## src/rtl/spk_enc_pkg.sv

```systemverilog
package spk_enc_pkg;

   localparam int NUM_LEVELS = 9;
   localparam int MID_LEVEL  = (NUM_LEVELS - 1) / 2;
   localparam int TAB_N      = 32;
   localparam int TAB_W      = $clog2(TAB_N);
   localparam int QTR_N      = TAB_N / 4;
   localparam int LVL_W      = $clog2(NUM_LEVELS);

   typedef logic [LVL_W-1:0] level_t;
   typedef logic [TAB_W-1:0] tab_idx_t;
   typedef level_t level_rom_t [TAB_N];

   // rounded 4*sin(k*pi/16) for k = 0..8
   function automatic int quarter_amp(input int k);
      int a;
      case (k)
         0:       a = 0;
         1:       a = 1;
         2, 3:    a = 2;
         4, 5:    a = 3;
         default: a = 4;
      endcase
      return a;
   endfunction

   function automatic level_t fold_level(input int idx);
      int quad;
      int off;
      int k;
      int amp;
      quad = idx / QTR_N;
      off  = idx % QTR_N;
      k    = (quad % 2 == 1) ? (QTR_N - off) : off;
      amp  = quarter_amp(k);
      return level_t'((quad >= 2) ? (MID_LEVEL - amp) : (MID_LEVEL + amp));
   endfunction

   function automatic level_rom_t build_rom();
      level_rom_t r;
      for (int i = 0; i < TAB_N; i++) r[i] = fold_level(i);
      return r;
   endfunction

endpackage

```

## src/rtl/spk_sine_level.sv

```systemverilog
module spk_sine_level
   import spk_enc_pkg::*;
#(
   parameter bit QUARTER_ROM = 1'b1
) (
   input  tab_idx_t idx_i,
   output level_t   level_o
);

   generate
      if (QUARTER_ROM) begin : g_quarter
         logic [1:0]       quad;
         logic [TAB_W-3:0] off;
         logic [TAB_W-2:0] k;
         level_t           amp;

         assign quad = idx_i[TAB_W-1 -: 2];
         assign off  = idx_i[TAB_W-3:0];
         assign k    = quad[0] ? ((TAB_W-1)'(QTR_N) - {1'b0, off}) : {1'b0, off};

         always_comb amp = level_t'(quarter_amp(int'(k)));

         assign level_o = quad[1] ? (level_t'(MID_LEVEL) - amp)
                                  : (level_t'(MID_LEVEL) + amp);
      end else begin : g_full
         localparam level_rom_t ROM = build_rom();
         assign level_o = ROM[idx_i];
      end
   endgenerate

endmodule

```

## src/rtl/spk_wave_phase.sv

```systemverilog
module spk_wave_phase
   import spk_enc_pkg::*;
#(
   parameter int PERIOD_W = 8
) (
   input  logic                clk_i,
   input  logic                rst_ni,
   input  logic                step_i,
   input  logic [PERIOD_W-1:0] period_i,
   output tab_idx_t            idx_o
);

   localparam int ERR_W = PERIOD_W + 1;

   logic [PERIOD_W-1:0] pos_q;
   tab_idx_t            idx_q;
   logic [ERR_W-1:0]    err_q;
   logic [ERR_W-1:0]    err_sum;
   logic [ERR_W-1:0]    per_ext;
   logic                wrap;

   assign per_ext = ERR_W'(period_i);
   assign wrap    = (ERR_W'(pos_q) + ERR_W'(1)) >= per_ext;
   assign err_sum = err_q + ERR_W'(TAB_N);

   always_ff @(posedge clk_i or negedge rst_ni) begin
      if (!rst_ni) begin
         pos_q <= '0;
         idx_q <= '0;
         err_q <= '0;
      end else if (step_i) begin
         if (wrap) begin
            pos_q <= '0;
            idx_q <= '0;
            err_q <= '0;
         end else begin
            pos_q <= pos_q + PERIOD_W'(1);
            if (err_sum >= per_ext) begin
               idx_q <= idx_q + TAB_W'(1);
               err_q <= err_sum - per_ext;
            end else begin
               err_q <= err_sum;
            end
         end
      end
   end

   assign idx_o = idx_q;


   period_range_chk: assert property (@(posedge clk_i) disable iff (!rst_ni)
      step_i |-> (period_i >= PERIOD_W'(TAB_N)));


   phase_hold_chk: assert property (@(posedge clk_i) disable iff (!rst_ni)
      !step_i |=> $stable(idx_q));

endmodule

```

## src/rtl/spk_stim_sched.sv

```systemverilog
module spk_stim_sched #(
   parameter int SEG_LEN   = 500,
   parameter int GAP_LEN   = 100,
   parameter int TRAIN_LEN = 6000,
   parameter int FIRE_DIV  = 3
) (
   input  logic clk_i,
   input  logic rst_ni,
   input  logic slice_i,
   output logic fire_o,
   output logic sel_b_o
);

   localparam int CNT_MAX = (SEG_LEN > GAP_LEN) ? SEG_LEN : GAP_LEN;
   localparam int CNT_W   = $clog2(CNT_MAX);
   localparam int TOT_W   = $clog2(TRAIN_LEN + 1);
   localparam int DIV_W   = $clog2(FIRE_DIV);

   localparam logic [CNT_W-1:0] SEG_LAST = CNT_W'(SEG_LEN - 1);
   localparam logic [CNT_W-1:0] GAP_LAST = CNT_W'(GAP_LEN - 1);
   localparam logic [TOT_W-1:0] TOT_END  = TOT_W'(TRAIN_LEN);
   localparam logic [DIV_W-1:0] DIV_LAST = DIV_W'(FIRE_DIV - 1);

   logic             gap_q;
   logic             sel_q;
   logic [CNT_W-1:0] cnt_q;
   logic [TOT_W-1:0] tot_q;
   logic [DIV_W-1:0] div_q;
   logic             seg_end;
   logic             gap_end;
   logic             still_training;

   assign seg_end        = !gap_q && (cnt_q == SEG_LAST);
   assign gap_end        =  gap_q && (cnt_q == GAP_LAST);
   assign still_training = (int'(tot_q) + 1) < TRAIN_LEN;

   always_ff @(posedge clk_i or negedge rst_ni) begin
      if (!rst_ni) begin
         gap_q <= 1'b0;
         sel_q <= 1'b0;
         cnt_q <= '0;
         tot_q <= '0;
         div_q <= '0;
      end else if (slice_i) begin
         div_q <= (div_q == DIV_LAST) ? '0 : (div_q + DIV_W'(1));
         if (tot_q != TOT_END) tot_q <= tot_q + TOT_W'(1);
         if (seg_end) begin
            sel_q <= ~sel_q;
            cnt_q <= '0;
            gap_q <= still_training;
         end else if (gap_end) begin
            gap_q <= 1'b0;
            cnt_q <= '0;
         end else begin
            cnt_q <= cnt_q + CNT_W'(1);
         end
      end
   end

   assign fire_o  = slice_i && (div_q == '0) && !gap_q;
   assign sel_b_o = sel_q;


   div_range_chk: assert property (@(posedge clk_i) disable iff (!rst_ni)
      div_q <= DIV_LAST);


   gap_len_chk: assert property (@(posedge clk_i) disable iff (!rst_ni)
      gap_q |-> (cnt_q <= GAP_LAST));


   gap_swap_chk: assert property (@(posedge clk_i) disable iff (!rst_ni)
      $rose(gap_q) |-> !$stable(sel_q));


   post_train_chk: assert property (@(posedge clk_i) disable iff (!rst_ni)
      ((tot_q == TOT_END) && !gap_q) |=> !gap_q);


   flag_hold_chk: assert property (@(posedge clk_i) disable iff (!rst_ni)
      !slice_i |=> $stable(sel_q));

endmodule

```

## src/rtl/spike_place_encoder.sv

```systemverilog
module spike_place_encoder
   import spk_enc_pkg::*;
#(
   parameter int PERIOD_W    = 8,
   parameter int SEG_LEN     = 500,
   parameter int GAP_LEN     = 100,
   parameter int TRAIN_LEN   = 6000,
   parameter int FIRE_DIV    = 3,
   parameter bit QUARTER_ROM = 1'b1
) (
   input  logic                  clk_i,
   input  logic                  rst_ni,
   input  logic                  slice_i,
   input  logic [PERIOD_W-1:0]   period_a_i,
   input  logic [PERIOD_W-1:0]   period_b_i,
   output logic [NUM_LEVELS-1:0] spike_o,
   output logic                  wave_b_o
);

   localparam int NUM_WAVES = 2;

   generate
      if (PERIOD_W < TAB_W + 1) begin : g_bad_period_w
         $error("PERIOD_W too narrow for the minimum period");
      end
      if (FIRE_DIV < 2) begin : g_bad_div
         $error("FIRE_DIV must be at least 2");
      end
      if (SEG_LEN < 2 || GAP_LEN < 1 || TRAIN_LEN < 1) begin : g_bad_sched
         $error("schedule lengths out of range");
      end
   endgenerate

   logic                fire;
   logic                sel_b;
   logic [PERIOD_W-1:0] period_w [NUM_WAVES];
   tab_idx_t            idx_w    [NUM_WAVES];
   tab_idx_t            act_idx;
   level_t              level;
   logic [NUM_LEVELS-1:0] spike_q;

   assign period_w[0] = period_a_i;
   assign period_w[1] = period_b_i;

   spk_stim_sched #(
      .SEG_LEN   (SEG_LEN),
      .GAP_LEN   (GAP_LEN),
      .TRAIN_LEN (TRAIN_LEN),
      .FIRE_DIV  (FIRE_DIV)
   ) u_sched (
      .clk_i   (clk_i),
      .rst_ni  (rst_ni),
      .slice_i (slice_i),
      .fire_o  (fire),
      .sel_b_o (sel_b)
   );

   generate
      for (genvar w = 0; w < NUM_WAVES; w++) begin : g_wave
         spk_wave_phase #(
            .PERIOD_W (PERIOD_W)
         ) u_phase (
            .clk_i    (clk_i),
            .rst_ni   (rst_ni),
            .step_i   (slice_i),
            .period_i (period_w[w]),
            .idx_o    (idx_w[w])
         );
      end
   endgenerate

   assign act_idx = idx_w[sel_b];

   spk_sine_level #(
      .QUARTER_ROM (QUARTER_ROM)
   ) u_level (
      .idx_i   (act_idx),
      .level_o (level)
   );

   always_ff @(posedge clk_i or negedge rst_ni) begin
      if (!rst_ni) begin
         spike_q <= '0;
      end else begin
         spike_q <= '0;
         if (fire) spike_q <= NUM_LEVELS'(1) << level;
      end
   end

   assign spike_o  = spike_q;
   assign wave_b_o = sel_b;


   spike_onehot_chk: assert property (@(posedge clk_i) disable iff (!rst_ni)
      $onehot0(spike_q));


   spike_strobe_chk: assert property (@(posedge clk_i) disable iff (!rst_ni)
      (spike_q != '0) |-> $past(slice_i));

endmodule

```

## config.mk

```make
export PLATFORM = sky130hd
export DESIGN_NAME = spike_place_encoder
export DESIGN_NICKNAME = d
export VERILOG_FILES = /design/src/rtl/spk_enc_pkg.sv /design/src/rtl/spk_sine_level.sv /design/src/rtl/spk_wave_phase.sv /design/src/rtl/spk_stim_sched.sv /design/src/rtl/spike_place_encoder.sv
export SDC_FILE = /design/constraint.sdc
export NUM_CORES = 1
export LEC_CHECK = 0
export ABC_AREA = 1
export BUFFER_PORTS_ARGS = -buffer_cell sky130_fd_sc_hd__buf_2
export CAP_MARGIN = 5
export CORE_ASPECT_RATIO = 0.9
export CORE_MARGIN = 2
export CORE_UTILIZATION = 55
export CTS_CLUSTER_DIAMETER = 100
export DETAILED_ROUTE_END_ITERATION = 10
export GPL_TIMING_DRIVEN = 0
export PLACE_DENSITY = 0.73
export REMOVE_ABC_BUFFERS = 1
export SLEW_MARGIN = 20
export SYNTH_ARGS = -nofsm -noshare
export SYNTH_HDL_FRONTEND = slang
export SYNTH_SLANG_ARGS = --single-unit
```

## constraint.sdc

```tcl
create_clock -name clk_i -period 3.05 [get_ports clk_i]
set_input_delay 0.4575 -clock clk_i [delete_from_list [all_inputs] [get_ports clk_i]]
set_output_delay 0.4575 -clock clk_i [all_outputs]
set_load 0.05 [all_outputs]
```

==> metrics.txt, run 1 <==
outcome completed; syn_area_per_cell 7.07 µm²; final RePlAce weighted congestion 0.914; CP max stage cell dfrtp_1; fmax 360 MHz; Critical Path Fanout Max 8; Data arrival, critical path 3020 ps; fin util 62.1%; I/O pin total 29; post-synthesis register bit count 79; slew margin rel. 43.6%; Req. time, crit path 3300 ps; Hold Path Class input port to asynchronous set/reset pin; CP max stage delay 420 ps; total CTS buffers 9; Final ANT Viol Nets 0; ranking of synthesized cells by area dfrtp_1 (35%), nand2_1 (17%), ha_1 (10%), inv_1 (7.8%), nand3_1 (6.4%); Skew-Pair Late Insertion Delay 330 ps; most frequent cell after synthesis nand2_1; drt total wl 11300 µm; largest net degree at the start of global routing 59; first-pass iteration count of the detailed router 4; RSZ-0062 raised after global routing no; Max H-tree Level 3; row cnt 35; final net count 899; Post-CTS Hold Fix Bufs 0; Mapped Area 5660 µm²; fin crit period 2780 ps; initial antenna violation count 0; Inserted Diodes 0; Post-synth EDFFs 0; Lkg Pwr 3.46 nW; share of the synthesized area in the top cell type 34.9%; CP endpoint kind flop; Layout area overhead 11.1%; share of layout cells above drive strength 1 8.49%; Seq/Total Area, Yosys 34.9%; ys flop type dfrtp_1; routed length per instance 11.7 µm; Port Buffers 28; Top delay family on crit path simple AND/OR/NAND/NOR gates; Setup Viol. Count Final 0; vias per cell 5.11; Tot GR Track Use 21.5%; Synth Instances 800; initial DRC count 219; CTS tree built; Worst Skew 8.37 ps; Post-synth top cells nand2_1 (255), inv_1 (118), dfrtp_1 (79); DR DRC count 0; GRT Residual Overflow 0; die span in x 111 µm; Post-Route Setup TNS 0 ps; Final Hold Fails 0; die height 100 µm; startpoint types flop; first-pass GRT wire length 20100 µm; via count 4930; Max Cap Viol 0; Final Cycle Share 91.0%; Worst VDD drop 0.475 mV; ys async rst share 100%; kind of critical path flop to flop; Detail Placement HPWL 8490 µm; worst path buffer plus inverter count 3; Starting Density 55.9%; Clk pin slew, worst setup/hold paths 60 ps; die area 11100 µm²; Pins Over Slew Limit 0; layout filler cell count 885; Clk Tree Root Cell clkbuf_16; CORE AREA 10100 µm²; crit path cell chain ha_1 -> nand2_1 -> nor2_4 -> inv_1 -> nor3_1 -> xor2_1 -> inv_1 -> ha_1 -> a21o_1 -> nand3_1 -> nand2_1 -> nor2_4 -> nand3_4 -> nor2_4 -> buf_12 -> nand2_1 -> o21ai_1; Synth cell types 33; CTS Buffer Depth 2; vias in the first global route 4691; Tightest Pin Transition 845 ps; PD cells 941 nW/µm²; largest area contributor in the netlist dfrtp_1; yosys warns 0; Sink Count 79
## path summary, 6_finish.rpt
check,startpoint,end,slack (ps),cells past startpoint
max,g_wave[1].u_phase.pos_q[0],g_wave[1].u_phase.pos_q[4],270,17
min,rst_ni,g_wave[1].u_phase.pos_q[4],20,1
max reg2reg,g_wave[1].u_phase.pos_q[0],g_wave[1].u_phase.pos_q[4],270,17
min reg2reg,g_wave[1].u_phase.err_q[0],g_wave[1].u_phase.err_q[0],480,2
max in group asynchronous,rst_ni,g_wave[0].u_phase.err_q[7],2460,2
min in group clk_i,g_wave[1].u_phase.err_q[0],g_wave[1].u_phase.err_q[0],480,2
## worst reg2reg max path, stage by stage (launching register included)
cell     delay, ps
dfrtp_1        420
ha_1           210
nand2_1        100
nor2_4         130
inv_1           50
nor3_1         190
xor2_1         160
inv_1           80
ha_1           310
a21o_1         170
nand3_1         70
nand2_1         80
nor2_4         140
nand3_4        120
nor2_4         190
buf_12         150
nand2_1         50
o21ai_1         80
## where the power goes
part           switching (mW)  leakage, nW  internal, mW
combinational            1.90         2.29          1.13
sequential              0.305         1.02          1.41
clock                   0.443        0.150         0.723
## placed cells by master (no fill, tap or decap), drive strengths merged
cell type / instances
nor4: 3
clkinvlp: 2
buf: 32
or2: 5
xor2: 29
o22ai: 1
nand2: 257
dfrtp: 79
nand4: 9
fa: 2
clkinv: 1
xnor2: 7
o21a: 2
o21bai: 1
nor2: 81
o21ai: 29
nor3: 15
inv: 125
a21oi: 18
clkbuf: 10
bufinv: 2
nand3: 74
a21o: 4
o211ai: 1
ha: 47
## final cells by class
class	instances	area (µm²)	share of cell area, %
Clock inverter	6	92.6	1.47
Timing Repair Buffer	32	205	3.26
Tap cell	129	161	2.57
Inverter	124	465	7.41
Sequential cell	79	1980	31.5
Multi-Input combinational cell	585	3150	50.2
Clock buffer	10	229	3.64
## through the flow
stage / cell area [µm²] / hold slack [ps] / setup WS [ps] / power, mW / instances
after floorplan: 5580 / 162 / 400 / 4.05 / 788
final: 6280 / 18.4 / 274 / 5.92 / 965
after global routing: 6280 / 41.5 / 22.8 / 6.54 / 965
after global placement: 5880 / 460 / 347 / 4.56 / 945
after detailed placement: 5910 / 381 / 277 / 4.70 / 946
after CTS: 6230 / 22.9 / 269 / 5.90 / 962
## timing repair
item,4_1_cts,5_1_grt
buffers inserted,0,3
gates resized for setup,0,4
endpoints found under the setup margin,0,3
## state kept, by name, indices dropped and copies added (netlist names)
name / count
g_wave.u_phase.pos_q: 16
u_sched.tot_q: 13
u_sched.sel_b_o: 1
u_sched.gap_q: 1
u_sched.div_q: 2
spike_o: 9
g_wave.u_phase.err_q: 18
g_wave.u_phase.idx_o: 10
u_sched.cnt_q: 9
## metal layers
| layer | global-route usage [%] | vias up | share of wire (%) |
|---|---|---|---|
| li1 | - | 2575 | - |
| met1 | 27.5 | 2282 | 48 |
| met2 | 37.6 | 59 | 48 |
| met3 | 3.44 | 14 | 2.4 |
| met4 | 7.50 | 0 | 1.5 |
| met5 | 0 | - | 0 |
## kinds of logic after synthesis
group / Yosys count / share of synthesized area [%]
and+or+nand+nor: 444 / 33.5
buffers and inverters: 136 / 9.60
xor gates and xnor gates: 36 / 5.57
adders and majority gates: 49 / 11.1
DFF: 79 / 34.9
AOI/OAI and AO/OA: 56 / 5.33
(Power assumes the default switching activity.)
==> inputs of run 2 (changes only) <==
--- a/config.mk
+++ b/config.mk
@@ -11,6 +11,7 @@
 export CORE_ASPECT_RATIO = 0.9
 export CORE_MARGIN = 2
 export CORE_UTILIZATION = 55
+export CTS_BUF_LIST = sky130_fd_sc_hd__clkbuf_16
 export CTS_CLUSTER_DIAMETER = 100
 export DETAILED_ROUTE_END_ITERATION = 10
 export GPL_TIMING_DRIVEN = 0
==> constraint.sdc (replaced) <==
create_clock -name clk_i -period 2.6 [get_ports clk_i]
set_input_delay 0.39 -clock clk_i [delete_from_list [all_inputs] [get_ports clk_i]]
set_output_delay 0.39 -clock clk_i [all_outputs]
set_load 0.05 [all_outputs]
==> run 2 against run 1 <==
  * Maximum frequency up 4.1%
  * The run now ends with negative setup slack left
  * Critical path type unchanged
  * Clock skew grew 1.7 ps
  * Clock-buffer cell count down 1
==> metrics.txt, run 2 (synthesis gave the netlist of run 1 again) <==
CP endpoint kind flop; vias per cell 5.23 (+2.3%); layout filler cell count 801 (-9.5%); Sw Share 45.7% (+0.91 points); routed length per instance 12.9 µm (+9.9%); Worst VDD drop 0.562 mV (+18%); die area 11100 µm² (unchanged); Hold Path Class flop to flop; Worst Skew 10.1 ps (+1.69 ps); Starting Density 55.9% (unchanged); Final Hold Fails 0 (unchanged); die height 100 µm (unchanged); max reg flops 18 (unchanged); die span in x 111 µm (unchanged); Req. time, crit path 2880 ps (-420 ps); P_sw 3.41 mW (+29%); via count 5150 (+4.5%); CTS Buffer Depth 2 (unchanged); Worst Setup EP g_wave[0].u_phase.idx_o[1]; Sink Count 79 (unchanged); vias in the first global route 4704 (+0.28%); Final Cycle Share 103% (+12 points); fmax 375 MHz (+4.1%); Clk pin slew, worst setup/hold paths 60 ps (about the same); CP max stage cell dfrtp_2; placed inst area 5910 µm² (unchanged); Port Buffers 28 (unchanged); GRT Residual Overflow 0 (unchanged); startpoint types flop; most frequent cells in the layout nand2_1 (242), inv_1 (119), dfrtp_1 (76); crit path cell chain ha_4 -> nand2_4 -> nor2_4 -> buf_4 -> xor2_2 -> ha_4 -> a21o_1 -> nor2_1 -> nor2_1 -> nor2_2 -> nand3_4 -> buf_12 -> nor2_4 -> nand3_1 -> nand2_1; failing checks negative setup slack; register area 1980 µm² (+0.19%); initial antenna violation count 0 (unchanged); worst flop-to-flop path endpoint g_wave[0].u_phase.idx_o[1]; slack of the worst reg-to-reg path -70 ps (-340 ps); Internal 4.05 mW (+24%); Layout area overhead 19.3%; WHS 474 ps (+456 ps); design area 6750 µm² (+7.5%); Skew-Pair Late Insertion Delay 340 ps (about the same); first-pass iteration count of the detailed router 5 (+1); Largest regs g_wave.u_phase.err_q: 18 flops, g_wave.u_phase.pos_q: 16 flops, u_sched.tot_q: 13 flops; Clk Tree Root Cell clkbuf_16; Setup Viol. Count Final 17 (+17); RSZ-0062 raised after global routing yes; multi-input logic area 3490 µm² (+11%); fin crit period 2670 ps (-109 ps); combinational share of power 54.5% (+3.2 points); outcome complete, but fails checks; fin util 66.8% (+4.6 points); Detail Placement HPWL 8490 µm (unchanged); Lkg Pwr 3.59 nW (+3.7%); I/O pin total 29 (unchanged); initial DRC count 269 (+23%); Tot GR Track Use 21.7% (+0.17 points); kind of critical path flop to flop; slew margin rel. 23.6% (-20 points); Final ANT Viol Nets 0 (unchanged); final net count 919 (+2.2%); final RePlAce weighted congestion 0.914 (unchanged); share of layout cells above drive strength 1 15.9% (+7.4 points); clock share of power 18.3% (-1.4 points); DR DRC count 0 (unchanged); total CTS buffers 9 (unchanged); most common cell after layout, fill and taps aside nand2_1; Biggest register g_wave.u_phase.err_q; Power, Total 7.47 mW (+26%); sequential share of power 27.2% (-1.7 points); Inserted Diodes 0 (unchanged); worst setup margin -66.9 ps (-341 ps); first-pass GRT wire length 20200 µm (+0.76%); Tightest Pin Transition 1150 ps (+300 ps); Data arrival, critical path 2940 ps (-80 ps); worst reg-to-reg path cell count 15 (-2); Worst Setup SP g_wave[0].u_phase.pos_q[0]; Max H-tree Level 3 (unchanged); CP max stage delay 440 ps (+20 ps); CORE AREA 10100 µm² (unchanged); Max Cap Viol 0 (unchanged); Critical Path Fanout Max 8 (unchanged); PD cells 1110 nW/µm² (+17%); Pins Over Slew Limit 0 (unchanged); drt total wl 12700 µm (+12%); largest net degree at the start of global routing 59 (unchanged); CTS tree built; row cnt 35 (unchanged); Post-Route Setup TNS -561 ps (-561 ps); R2R Path Start g_wave[0].u_phase.pos_q[0]
==> run 2: cell count changes in the layout (fill, tap and decap cells not counted), sizes merged <==
cell and delta:
nor2 +4, inv +1, dlygate4sd3 +1, nand2 +1, buf +14, clkbuf -1
==> run 2: worst min path at each step <==
stage	end	start	slack, ps	depth (start not counted)
after global routing	g_wave[1].u_phase.err_q[0]	g_wave[1].u_phase.err_q[0]	510	2
after CTS	g_wave[1].u_phase.err_q[0]	g_wave[1].u_phase.err_q[0]	470	2
after detailed placement	g_wave[1].u_phase.pos_q[4]	rst_ni	310	1
after global placement	g_wave[1].u_phase.err_q[0]	g_wave[1].u_phase.err_q[0]	460	2
after floorplan	g_wave[0].u_phase.err_q[0]	rst_ni	90	0
final	g_wave[1].u_phase.err_q[0]	g_wave[1].u_phase.err_q[0]	470	2
==> run 2: cell type report <==
cell class,count,area share (%)
Sequential cell,79,29.3
Tap cell,129,2.39
Clock inverter,7,1.43
Multi-Input combinational cell,590,51.7
Inverter,124,6.93
Clock buffer,9,3.33
Timing Repair Buffer,47,4.91
==> run 2: what timing repair did <==
item,in CTS,in global routing
setup endpoints to repair,34,52
endpoints found under the hold margin,21,0
hold buffers,1,0
gates resized for setup,7,61
buffers inserted,2,15
cloned,1,4
pin swaps,1,29
==> run 2: per-stage QoR <==
step | worst slack (ps) | cells
2_1_floorplan | -49.7 | 788
6_report | -66.9 | 985
5_1_grt | -105 | 985
3_5_place_dp | -173 | 946
3_3_place_gp | -103 | 945
4_1_cts | 1.79 | 966
==> run 2: power groups by stage <==
| stage | registers [mW] | clock network [mW] | logic [mW] |
|---|---|---|---|
| after CTS | 2.00 | 1.39 | 3.58 |
| final | 2.03 | 1.37 | 4.07 |
| after global placement | 2.00 | 0 | 3.34 |
| after floorplan | 2.03 | 0 | 2.71 |
| after global routing | 2.09 | 1.44 | 4.64 |
| after detailed placement | 2.02 | 0 | 3.49 |
==> run 2: per-layer routing <==
| metal | global-route usage, % | routed length (µm) |
|---|---|---|
| met1 | 27.9 | 5760 |
| met2 | 37.7 | 6310 |
| met3 | 3.50 | 420 |
| met4 | 7.40 | 223 |
| met5 | 0 | 0 |
==> run 2: worst max-delay path: cells and delay by family, from the launching register on <==
kind	cells	cell delay, ps
AO/OA/AOI/OAI	1	160
XOR/XNOR	1	200
adder cells (fa/ha/maj)	2	410
buffers and inverters	2	310
flip-flops	1	440
AND/OR/NAND/NOR	9	1090
==> inputs of run 3 (changes only) <==
--- a/config.mk
+++ b/config.mk
@@ -6,7 +6,7 @@
 export NUM_CORES = 1
 export LEC_CHECK = 0
 export ABC_AREA = 1
-export BUFFER_PORTS_ARGS = -buffer_cell sky130_fd_sc_hd__buf_2
+export BUFFER_PORTS_ARGS = -buffer_cell sky130_fd_sc_hd__clkbuf_2
 export CAP_MARGIN = 5
 export CORE_ASPECT_RATIO = 0.9
 export CORE_MARGIN = 2
@@ -20,4 +20,5 @@
 export SLEW_MARGIN = 20
 export SYNTH_ARGS = -nofsm -noshare
 export SYNTH_HDL_FRONTEND = slang
+export SYNTH_HIERARCHICAL = 1
 export SYNTH_SLANG_ARGS = --single-unit
==> run 3 against run 2 <==
  * The flow now finishes without violations
  * Die area grew 1.7%
  * Global-route usage grew 1.6 points
  * Routed wire length decreased by 0.87%
  * Sequential power about the same
  * Worst setup slack gained 210 ps
  * Via count fell by 0.89%
  * Sequential cell count is the same
  * Largest power group unchanged
  * Highest routed layer unchanged
==> metrics.txt, run 3 <==
Final ANT Viol Nets 0 (unchanged); slew margin rel. 50.2% (+27 points); Max H-tree Level 3 (unchanged); startpoint types flop; Max Cap Viol 0 (unchanged); Seq/Total Area, Yosys 34.3% (-0.60 points); row cnt 35 (unchanged); Clk Tree Root Cell clkbuf_16; Post-CTS Hold Fix Bufs 0 (-1); share of the synthesized area in the top cell type 34.3% (-0.60 points); initial antenna violation count 0 (unchanged); Critical Path Fanout Max 11 (+3); I/O pin total 29 (unchanged); worst flop-to-flop path endpoint g_wave[0].u_phase/err_q[4]; Mapped Area 5760 µm² (+1.7%); CTS Buffer Depth 2 (unchanged); total CTS buffers 9 (unchanged); Worst Skew 6.81 ps (-3.25 ps); initial DRC count 377 (+40%); Port Buffers 28 (unchanged); drt total wl 12600 µm (-0.87%); first-pass iteration count of the detailed router 6 (+1); most frequent cells in the layout nand2_1 (236), inv_1 (110), dfrtp_1 (77); WHS 71.0 ps (-403 ps); Sink Count 79 (unchanged); share of layout cells above drive strength 1 14.2% (-1.7 points); ranking of synthesized cells by area dfrtp_1 (34%), nand2_1 (16%), ha_1 (9.3%), inv_1 (7.2%), nand3_1 (6.7%); syn_area_per_cell 7.25 µm² (+2.5%); routed length per instance 13.0 µm (+0.98%); final net count 897 (-2.4%); Biggest register g_wave.u_phase/err_q; vias in the first global route 4990 (+6.1%); Synth Instances 794 (-0.75%); most common cell after layout, fill and taps aside nand2_1; post-synthesis register bit count 79 (unchanged); Req. time, crit path 2870 ps (about the same); slack of the worst reg-to-reg path 140 ps (+210 ps); CTS tree built; CORE AREA 10200 µm² (+0.86%); Setup Viol. Count Final 0 (-17); Inserted Diodes 0 (unchanged); Final Cycle Share 94.6% (-8.0 points); Starting Density 56.4% (+0.49 points); Skew-Pair Late Insertion Delay 340 ps (about the same); most frequent cell after synthesis nand2_1; max reg flops 18 (unchanged); worst reg-to-reg path cell count 15 (unchanged); fmax 407 MHz (+8.5%); R2R Path Start g_wave[0].u_phase/pos_q[1]; final RePlAce weighted congestion 0.967 (+5.8%); Detail Placement HPWL 8940 µm (+5.2%); outcome completed; GRT Residual Overflow 0 (unchanged); DR DRC count 0 (unchanged); Power, Total 7.12 mW (-4.7%); Post-Route Setup TNS 0 ps (+561 ps); Layout area overhead 13.7%; largest net degree at the start of global routing 42 (-29%); Data arrival, critical path 2730 ps (-210 ps); placed inst area 5970 µm² (+0.97%); Tightest Pin Transition 747 ps (-399 ps); fin crit period 2460 ps (-208 ps); Largest regs g_wave.u_phase/err_q: 18 flops, g_wave.u_phase/pos_q: 16 flops, u_sched/tot_q: 13 flops; Post-synth EDFFs 0 (unchanged); Tot GR Track Use 23.3% (+1.6 points); Pins Over Slew Limit 0 (unchanged); Post-synth top cells nand2_1 (239), inv_1 (111), dfrtp_1 (79); Worst VDD drop 0.622 mV (+11%); Final Hold Fails 0 (unchanged); ys async rst share 100% (unchanged); ys flop type dfrtp_1; Synth cell types 38 (+15%); largest area contributor in the netlist dfrtp_1; first-pass GRT wire length 21700 µm (+7.4%); PD cells 1090 nW/µm² (-1.7%); Clk pin slew, worst setup/hold paths 60 ps (about the same); fin util 64.1% (-2.6 points); yosys warns 6 (+6); CP endpoint kind flop; design area 6550 µm² (-3.1%); die area 11300 µm² (+1.7%); Hold Path Class input port to asynchronous set/reset pin; via count 5104 (-0.89%); vias per cell 5.28 (+0.95%); kind of critical path flop to flop; Lkg Pwr 3.40 nW (-5.4%); die span in x 112 µm (+0.84%); die height 101 µm (+0.84%)
## run 3: cell count changes after synthesis, moves of 6 or more
cell     previous run  this run
nor3_1             15         6
nor2_1             73        64
inv_1             118       111
nand2_2             2         9
nand2_1           255       239
o21ai_1             5        13
nor2_4              2         8
## run 3: layout make-up
| type | instances | area [µm²] |
|---|---|---|
| repair buffers | 39 | 264 |
| well taps | 129 | 161 |
| clock buffers | 9 | 225 |
| inverters | 115 | 432 |
| fillers | 891 | 3660 |
| clock inverters | 7 | 78.8 |
| multi-input cells | 589 | 3400 |
| flip-flops and latches | 79 | 1980 |
## run 3: per-stage QoR
stage               cells  setup slack (ps)
CTS                   961              5.81
global placement      938             -59.5
global route          967             -27.1
detailed placement    939              -146
floorplan             781             0.285
finish                967               141
## run 3: where the power goes
group	internal, mW	switching, mW	total [mW]
registers	1.63	0.395	2.03
clock network	0.754	0.534	1.29
logic	1.43	2.38	3.80
## run 3: kinds of logic after synthesis
logic type,Yosys count,share of synthesized area (%)
adder cells (fa/ha/maj),45,10.0
XOR/XNOR,42,6.39
multiplexers,1,0.174
AO/OA/AOI/OAI,68,6.48
buffers and inverters,128,9.43
AND/OR/NAND/NOR,431,33.2
flip-flops,79,34.3
## run 3: worst max path at each step
stage / from / end / slack, ps / depth (start not counted)
after floorplan: u_sched/sel_b_o / spike_o[0] / 0.3 / 18
after global placement: g_wave[1].u_phase/pos_q[0] / g_wave[1].u_phase/err_q[2] / -60 / 15
after detailed placement: g_wave[1].u_phase/pos_q[0] / g_wave[1].u_phase/err_q[8] / -150 / 15
after CTS: u_sched/sel_b_o / spike_o[1] / 6 / 17
after global routing: g_wave[1].u_phase/pos_q[1] / g_wave[1].u_phase/err_q[8] / -30 / 17
final: g_wave[0].u_phase/pos_q[1] / g_wave[0].u_phase/err_q[4] / 140 / 15
## run 3: what timing repair did
| action | CTS | global route |
|---|---|---|
| gates cloned | 1 | 1 |
| pin swaps | 2 | 8 |
| setup buffers | 5 | 5 |
| endpoints found under the setup margin | 43 | 53 |
| endpoints found under the hold margin | 0 | 0 |
| gates resized for setup | 4 | 30 |
## run 3: worst max-delay path, stage by stage (launching register included)
cell	delay (ps)
dfrtp_1	420
ha_4	170
nand2_2	70
nor2_4	120
xor2_1	150
inv_1	80
ha_1	320
a21o_1	190
nor2_1	100
nor2_1	60
nor2_2	140
nand3_2	110
nor2_4	140
buf_12	150
nand3_1	80
nand2_1	100
## run 3: per-layer routing
layer / track usage (%) / share of wire, %
met4: 8.07 / 1.6
met3: 4.21 / 4.4
met5: 0 / 0
met2: 41.2 / 49
met1: 28.8 / 45
